===== src/rtl/alu32_pkg.sv =====
package alu32_pkg;

  typedef enum logic [2:0] {
    OP_AND = 3'b000,
    OP_OR  = 3'b001,
    OP_ADD = 3'b010,
    OP_SUB = 3'b110,
    OP_SLT = 3'b111
  } alu_op_e;

  // per-slice output select
  localparam logic [1:0] SEL_AND  = 2'b00;
  localparam logic [1:0] SEL_OR   = 2'b01;
  localparam logic [1:0] SEL_SUM  = 2'b10;
  localparam logic [1:0] SEL_LESS = 2'b11;

endpackage


===== src/rtl/alu32_op_decode.sv =====
module alu32_op_decode
  import alu32_pkg::*;
(
  input  logic [2:0] op_code,
  output logic [1:0] slice_sel,
  output logic       b_invert,
  output logic       op_legal,
  output logic       ovf_enable
);

  always_comb begin
    slice_sel  = op_code[1:0];
    b_invert   = op_code[2];
    op_legal   = 1'b0;
    ovf_enable = 1'b0;
    case (op_code)
      OP_AND, OP_OR, OP_SLT: op_legal = 1'b1;
      OP_ADD, OP_SUB: begin
        op_legal   = 1'b1;
        ovf_enable = 1'b1;
      end
      default: op_legal = 1'b0;
    endcase
  end

endmodule


===== src/rtl/alu32_bit_slice.sv =====
module alu32_bit_slice
  import alu32_pkg::*;
(
  input  logic       a_bit,
  input  logic       b_bit,
  input  logic       b_invert,
  input  logic       carry_in,
  input  logic       less_in,
  input  logic [1:0] slice_sel,
  output logic       sum_bit,
  output logic       carry_out,
  output logic       res_bit
);

  logic b_eff;

  always_comb begin
    b_eff     = b_bit ^ b_invert;
    sum_bit   = a_bit ^ b_eff ^ carry_in;
    carry_out = (a_bit & b_eff) | (carry_in & (a_bit ^ b_eff));
    case (slice_sel)
      SEL_AND:  res_bit = a_bit & b_eff;
      SEL_OR:   res_bit = a_bit | b_eff;
      SEL_SUM:  res_bit = sum_bit;
      default:  res_bit = less_in;
    endcase
  end

endmodule


===== src/rtl/alu32_msb_logic.sv =====
module alu32_msb_logic (
  input  logic a_sign,
  input  logic b_sign,
  input  logic b_invert,
  input  logic sum_sign,
  output logic ovf_raw,
  output logic set_out
);

  logic b_eff_sign;

  always_comb begin
    b_eff_sign = b_sign ^ b_invert;
    // same effective signs in, different sign out
    ovf_raw    = (a_sign ~^ b_eff_sign) & (sum_sign ^ a_sign);
    // sign of difference corrected by overflow
    set_out    = sum_sign ^ ovf_raw;
  end

endmodule


===== src/rtl/alu32_core.sv =====
module alu32_core
  import alu32_pkg::*;
#(
  parameter int WIDTH = 32
) (
  input  logic [WIDTH-1:0] opnd_a,
  input  logic [WIDTH-1:0] opnd_b,
  input  logic [2:0]       op_code,
  output logic [WIDTH-1:0] result,
  output logic             zero_flag,
  output logic             ovf_flag
);

  localparam int MSB = WIDTH - 1;

  logic [1:0]       slice_sel;
  logic             b_invert;
  logic             op_legal;
  logic             ovf_enable;
  logic [WIDTH:0]   carry;
  logic [WIDTH-1:0] sum_vec;
  logic [WIDTH-1:0] slice_res;
  logic             ovf_raw;
  logic             set_bit;

  alu32_op_decode u_dec (
    .op_code    (op_code),
    .slice_sel  (slice_sel),
    .b_invert   (b_invert),
    .op_legal   (op_legal),
    .ovf_enable (ovf_enable)
  );

  assign carry[0] = b_invert;

  for (genvar i = 0; i < WIDTH; i++) begin : g_slice
    logic less_i;
    if (i == 0) begin : g_lsb
      assign less_i = set_bit;
    end else begin : g_other
      assign less_i = 1'b0;
    end
    alu32_bit_slice u_slice (
      .a_bit     (opnd_a[i]),
      .b_bit     (opnd_b[i]),
      .b_invert  (b_invert),
      .carry_in  (carry[i]),
      .less_in   (less_i),
      .slice_sel (slice_sel),
      .sum_bit   (sum_vec[i]),
      .carry_out (carry[i+1]),
      .res_bit   (slice_res[i])
    );
  end

  alu32_msb_logic u_msb (
    .a_sign   (opnd_a[MSB]),
    .b_sign   (opnd_b[MSB]),
    .b_invert (b_invert),
    .sum_sign (sum_vec[MSB]),
    .ovf_raw  (ovf_raw),
    .set_out  (set_bit)
  );

  always_comb begin
    result    = op_legal ? slice_res : '0;
    zero_flag = ~|result;
    ovf_flag  = ovf_enable & ovf_raw;
  end

endmodule


===== config.mk =====
export PLATFORM = sky130hd
export DESIGN_NAME = alu32_core
export DESIGN_NICKNAME = d
export VERILOG_FILES = /design/src/rtl/alu32_pkg.sv /design/src/rtl/alu32_op_decode.sv /design/src/rtl/alu32_bit_slice.sv /design/src/rtl/alu32_msb_logic.sv /design/src/rtl/alu32_core.sv
export SDC_FILE = /design/constraint.sdc
export NUM_CORES = 1
export LEC_CHECK = 0
export ABC_CLOCK_PERIOD_IN_PS = 16400
export BUFFER_PORTS_ARGS = -buffer_cell sky130_fd_sc_hd__buf_2
export CAP_MARGIN = 20
export CORE_MARGIN = 1.5
export CORE_UTILIZATION = 42
export DETAILED_ROUTE_END_ITERATION = 10
export GPL_ROUTABILITY_DRIVEN = 1
export PLACE_DENSITY = 0.83
export SYNTH_ARGS = -nofsm -noshare
export SYNTH_HDL_FRONTEND = slang
export SYNTH_SLANG_ARGS = --single-unit

===== constraint.sdc =====
create_clock -name vclk -period 16.4
set_input_delay 2.46 -clock vclk [all_inputs]
set_output_delay 2.46 -clock vclk [all_outputs]
set_load 0.05 [all_outputs]

# Word level (Yosys, flattened, before mapping)
# Cells that the tools add are included.
# word_totals
ff_bits,0
input_bits,67
out_inout_bits,34
elab_cells,274
# classes
eq_ne,6
n_mux,35
n_bitwise,227
reduce_logical,6
# op_table
op,count
1-bit XOR,98
1-bit one-hot mux with 3 select lines,32
1-bit bitwise AND,65
1-bit OR,63
32-bit two-way mux,1
32-bit OR reduction,1
"3-bit equality test, second input constant",2
5-bit OR reduction,1
"3-bit by 1-bit equality test with 1-bit output, second input constant",1
"3-bit by 2-bit equality test with 1-bit output, second input constant",1
3-bit logical NOT,1
"2-bit by 1-bit equality test with 1-bit output, second input constant",1
"2-bit equality test, second input constant",1
2-bit logical NOT,1
1-bit two-way mux,2
2-bit OR reduction,1
1-bit logical NOT,1
1-bit XNOR,1

# Logic depth before layout (Yosys ltp)
# depth
depth_word,72
ltp_mapped,40
depth_no_buf,38

# By module
# From an unflattened synthesis, not the netlist that was laid out.
# unflattened
hier_cells,411
hier_area_um2,3565.9
# by_module_without_submodules
mod,instances,cells_each,area_each_um2
alu32_bit_slice,32,11,98.8
alu32_core,1,48,316.6
alu32_op_decode,1,6,43.8
alu32_msb_logic,1,5,42.5

# Worst setup path before layout
# No wires, ideal clock.
# synth_timing
kind,input -> output
from,input port op_code[2]
to,output port zero_flag
t_arrival_ns,16.114
required_ns,13.940
slack_ns,-2.174
stages,39
n_path_buf,2
cell_sequence,buf_4 > buf_2 > mux2_2 > fa_1 > fa_1 > fa_1 > fa_1 > fa_1 > fa_1 > fa_1 > fa_1 > fa_1 > fa_1 > fa_1 > fa_1 > fa_1 > fa_1 > fa_1 > (+3 left out) > fa_1 > fa_1 > fa_1 > fa_1 > fa_1 > fa_1 > fa_1 > fa_1 > fa_1 > fa_1 > inv_1 > fa_1 > fa_1 > fa_1 > o22ai_1 > nor4_1 > nand4_1 > nor4_2
# synth_rtl
element,line,source
"start, declared",alu32_core.sv:8,"input logic [2:0] op_code,"
1-bit XOR,alu32_bit_slice.sv:18,b_eff = b_bit ^ b_invert;
1-bit XOR,alu32_bit_slice.sv:20,carry_out = (a_bit & b_eff) | (carry_in & (a_bit ^ b_eff));
1-bit bitwise AND,alu32_bit_slice.sv:20,
1-bit OR,alu32_bit_slice.sv:20,
1-bit bitwise AND,alu32_bit_slice.sv:20,
1-bit OR,alu32_bit_slice.sv:20,
1-bit bitwise AND,alu32_bit_slice.sv:20,
1-bit OR,alu32_bit_slice.sv:20,
(+54 left out),--,
1-bit bitwise AND,alu32_bit_slice.sv:20,
1-bit OR,alu32_bit_slice.sv:20,
1-bit XOR,alu32_bit_slice.sv:19,sum_bit = a_bit ^ b_eff ^ carry_in;
1-bit one-hot mux with 3 select lines,alu32_bit_slice.sv:21,case (slice_sel)
32-bit two-way mux (*),alu32_core.sv:66,result = op_legal ? slice_res : '0;
named net result[31],alu32_core.sv:9,"output logic [WIDTH-1:0] result,"
32-bit OR reduction (*),alu32_core.sv:67,zero_flag = ~|result;
1-bit logical NOT (*),alu32_core.sv:67,
"end, declared",alu32_core.sv:10,"output logic zero_flag,"
# The timed path passes the listed nets; every way through them passes the cells marked *.

# Worst setup path in the final report
# layout_timing
from,input port opnd_b[0]
to,output port zero_flag
# layout_between
elab_chain_len,72
# layout_rtl
element,line,source
"start, declared",alu32_core.sv:7,"input logic [WIDTH-1:0] opnd_b,"
1-bit XOR (*),alu32_bit_slice.sv:18,
1-bit XOR,"alu32_bit_slice.sv:19, alu32_bit_slice.sv:20",
1-bit bitwise AND,alu32_bit_slice.sv:20,
1-bit OR,alu32_bit_slice.sv:20,
1-bit bitwise AND,alu32_bit_slice.sv:20,
1-bit OR,alu32_bit_slice.sv:20,
1-bit bitwise AND,alu32_bit_slice.sv:20,
1-bit OR,alu32_bit_slice.sv:20,
(+56 left out),--,
1-bit XOR,alu32_bit_slice.sv:19,
1-bit XOR,alu32_msb_logic.sv:15,ovf_raw = (a_sign ~^ b_eff_sign) & (sum_sign ^ a_sign);
1-bit bitwise AND,alu32_msb_logic.sv:15,
1-bit XOR,alu32_msb_logic.sv:17,set_out = sum_sign ^ ovf_raw;
1-bit one-hot mux with 3 select lines,alu32_bit_slice.sv:21,
32-bit two-way mux (*),alu32_core.sv:66,
32-bit OR reduction (*),alu32_core.sv:67,
1-bit logical NOT (*),alu32_core.sv:67,
# Mark *: on every way between the ends. The rest lies on a longest branch, timed or not.

==> insert_results.sql <==
INSERT INTO impl_metrics (metric_group, metric, value, unit) VALUES
('status', 'status', 'finished with violations', ''),
('status', 'failed_checks', 'negative setup slack', ''),
('sta', 'finalHoldViolations', '0', ''),
('final_layout', 'syn_to_final_growth', '28.2', '%'),
('place', 'dp_hpwl', '5.81', 'mm'),
('final_layout', 'drive_above_1_share', '37.6', '%'),
('place', 'rd_place_congestion', '0.781', ''),
('worst_setup_path', 'critPathMostFrequentCell', 'sky130_fd_sc_hd__fa_2', ''),
('sta', 'worstMarginPinSlew', '763', 'ps'),
('global_route', 'grt_remaining_overflow', '0', ''),
('detailed_routing', 'drt-initial-drc-count', '52', ''),
('die', 'floorplan.initialDensity', '43.3', '%'),
('yosys', 'synth_area', '2940', 'sq um'),
('run', 'cap_violations', '0', ''),
('yosys', 'yosysWarnings', '0', ''),
('worst_setup_path', 'crit_slowest_cell', 'sky130_fd_sc_hd__fa_2', ''),
('sta', 'fmax', '59.9', 'MHz'),
('final_layout', 'seq_cells', '0', ''),
('pwr', 'worst_ir_drop_vdd', '0.0276', 'mV'),
('final_layout', 'filler_cell_count_in_the_final_layout', '616', ''),
('sta', 'final-max-slew-violation-count', '0', ''),
('detailed_routing', 'drtPass1Iterations', '4', ''),
('clock_tree', 'holdBufCountCts', '0', ''),
('yosys', 'yosysSeqAreaShare', '0', '%'),
('die', 'die-area', '7520', 'sq um'),
('detailed_routing', 'route.detailed.wl_per_inst', '12.9', 'um'),
('yosys', 'postSynthNetCount', '495', ''),
('die', 'boundary_pins', '101', ''),
('die', 'die_w', '86.7', 'um'),
('worst_hold_path', 'whs_path_depth', '4', ''),
('global_route', 'wire_length_of_the_first_global_routing_pass', '11.3', 'mm'),
('worst_hold_path', 'whs_endpoint', 'ovf_flag', ''),
('detailed_routing', 'drc', '0', ''),
('die', 'placeableCoreArea', '6790', 'sq um'),
('place', 'place.port_buffers', '101', ''),
('global_route', 'number_of_global_route_vias_before_repair', '2560', ''),
('global_route', 'maximum_number_of_pins_on_one_net_before_global_route_repair', '37', ''),
('yosys', 'post_synth.cell_area_avg', '8.83', 'sq um'),
('detailed_routing', 'via_per_inst', '4.69', ''),
('sta', 'final.setup.tns', '-926', 'ps'),
('worst_hold_path', 'hold_path.startpoint', 'opnd_a[31]', ''),
('worst_setup_path', 'crit_fanout', '2', ''),
('sta', 'timing.final.crit_period', '16690', 'ps'),
('pwr', 'power_per_cell_area', '45.1', 'nW/um^2'),
('sta', 'hold_slack', '5460', 'ps'),
('sta', 'slew-limit-headroom', '48.9', '%'),
('pwr', 'power.static_leakage', '2.16', 'nW'),
('final_layout', 'finish.net_count', '600', ''),
('die', 'die_y', '86.7', 'um'),
('die', 'placementRows', '30', ''),
('worst_setup_path', 'worst_ep_arrival_time', '14230', 'ps'),
('worst_setup_path', 'crit_path_max_incr_delay', '370', 'ps'),
('yosys', 'post_synth_inst_count', '333', ''),
('worst_setup_path', 'worstSetupPathType', 'in2out', ''),
('sta', 'finalSetupViolations', '4', ''),
('global_route', 'globalRouteTotalUtil', '18.5', '%'),
('detailed_routing', 'drt.antenna.violating_nets', '0', ''),
('global_route', 'antenna_found_initial', '0', ''),
('worst_setup_path', 'cp.required', '13940', 'ps'),
('detailed_routing', 'detail_route.wirelength', '6.88', 'mm'),
('worst_hold_path', 'tightest_hold_check_type', 'in2out', ''),
('sta', 'fin_crit_sh', '102', '%'),
('worst_setup_path', 'kind_of_launch_point_of_the_worst_setup_path', 'input pin', ''),
('yosys', 'count_of_unique_library_cells_instantiated_by_yosys', '27', ''),
('detailed_routing', 'vias', '2493', ''),
('final_layout', 'insertedDiodeCount', '0', ''),
('sta', 'setup_repair_after_global_routing_missed_its_margin', 'true', ''),
('sta', 'finalWorstSetupSlack', '-295', 'ps'),
('final_layout', 'n_clock_buffer', '0', ''),
('final_layout', 'final_core_utilization', '55.5', '%'),
('final_layout', 'final-seq-area', '0', 'sq um'),
('worst_setup_path', 'critPathCaptureType', 'primary output', '');
==> Yosys cell counts, drive strengths merged <==
| master | instances | area [sq um] |
|---|---|---|
| inv | 97 | 364 |
| ha | 64 | 801 |
| xor2 | 33 | 289 |
| mux2i | 32 | 320 |
| fa | 31 | 621 |
| a22o | 21 | 193 |
| buf | 13 | 116 |
| nand2 | 10 | 37.5 |
| o21ai | 9 | 45.0 |
| nor4 | 8 | 62.6 |
| nand2b | 3 | 18.8 |
| o22ai | 3 | 18.8 |
| nor3 | 2 | 10.0 |
| clkbuf | 1 | 3.75 |
| mux2 | 1 | 11.3 |
| nand3 | 1 | 5.00 |
| nand4 | 1 | 6.26 |
| nor2 | 1 | 3.75 |
| nor2b | 1 | 8.76 |
| or2 | 1 | 6.26 |
==> cell type report <==
type	count	area, sq um	share of cell area (%)
well taps	96	120	3.19
multi-input cells	222	2610	69.2
repair buffers	117	677	18.0
inverters	97	364	9.66
==> report_power, final <==
part           leakage (nW)  switching (mW)  internal, mW
clock network             0               0             0
logic                  2.16           0.107        0.0631
registers                 0               0             0
total                  2.16           0.107        0.0631
==> layer usage <==
metal	share of wire, %	global-route usage [%]	vias up
met5	0	0	-
li1	-	-	1217
met2	54	37.8	61
met1	42	21.9	1211
met3	3.1	0.476	4
met4	0.89	1.76	0
==> worst max-delay path by stage <==
stage                from         to  slack [ps]
3_5_place_dp    opnd_b[0]  zero_flag        -470
4_1_cts         opnd_b[0]  zero_flag        -300
3_3_place_gp    opnd_b[0]  zero_flag        -300
6_report        opnd_b[0]  zero_flag        -290
5_1_grt         opnd_b[0]  zero_flag        -580
2_1_floorplan  op_code[2]  zero_flag        -320
==> worst max-delay path, delay by kind of cell <==
family / cells / cell delay [ps]
AO/OA/AOI/OAI: 1 / 90
adder cells (fa/ha/maj): 31 / 10520
multiplexers: 1 / 290
AND/OR/NAND/NOR: 3 / 530
buffers and inverters: 3 / 350
==> stage by stage <==
step	setup WS (ps)	cells	power (mW)	instance area, sq um
CTS	-304	530	0.168	3730
finish	-295	532	0.170	3770
detailed placement	-471	530	0.166	3680
global route	-583	532	0.189	3770
global placement	-303	530	0.158	3680
floorplan	-318	333	0.122	3100
==> placed cells by master, fill, tap and decap left out <==
cell,instances
sky130_fd_sc_hd__buf_6,7
sky130_fd_sc_hd__buf_2,94
sky130_fd_sc_hd__o22ai_1,1
sky130_fd_sc_hd__nand2b_1,2
sky130_fd_sc_hd__inv_2,3
sky130_fd_sc_hd__nor4_4,1
sky130_fd_sc_hd__xor2_2,1
sky130_fd_sc_hd__buf_8,1
sky130_fd_sc_hd__nor2_1,1
sky130_fd_sc_hd__nand2b_4,1
sky130_fd_sc_hd__o21ai_2,1
sky130_fd_sc_hd__a22o_1,20
sky130_fd_sc_hd__inv_1,94
sky130_fd_sc_hd__mux2i_1,32
sky130_fd_sc_hd__nor4_2,2
sky130_fd_sc_hd__o21ai_1,7
sky130_fd_sc_hd__nand4_1,1
sky130_fd_sc_hd__ha_1,64
sky130_fd_sc_hd__nor3_1,1
sky130_fd_sc_hd__nor3_4,1
sky130_fd_sc_hd__o22ai_2,1
sky130_fd_sc_hd__nand2_1,10
sky130_fd_sc_hd__o21ai_0,1
sky130_fd_sc_hd__nor4_1,5
sky130_fd_sc_hd__mux2_4,1
sky130_fd_sc_hd__buf_4,15
sky130_fd_sc_hd__xor2_1,32
sky130_fd_sc_hd__a22o_4,1
sky130_fd_sc_hd__fa_2,31
sky130_fd_sc_hd__nand3_2,1
sky130_fd_sc_hd__o22ai_4,1
sky130_fd_sc_hd__or2_1,1
sky130_fd_sc_hd__nor2b_2,1
==> timing repair <==
action                                  in CTS  in global routing
setup buffers                                0                  2
pin swaps                                    4                  3
gates resized for setup                     15                  5
endpoints found under the setup margin       5                  6
==> kinds of logic after synthesis <==
logic type               count (synthesis)  share of synthesized area (%)
adder cells (fa/ha/maj)                 95                           48.3
multiplexers                            33                           11.3
XOR/XNOR                                33                           9.83
buffers and inverters                  111                           16.5
AO/OA/AOI/OAI                           33                           8.72
AND/OR/NAND/NOR                         28                           5.40
(Power assumes the default switching activity.)
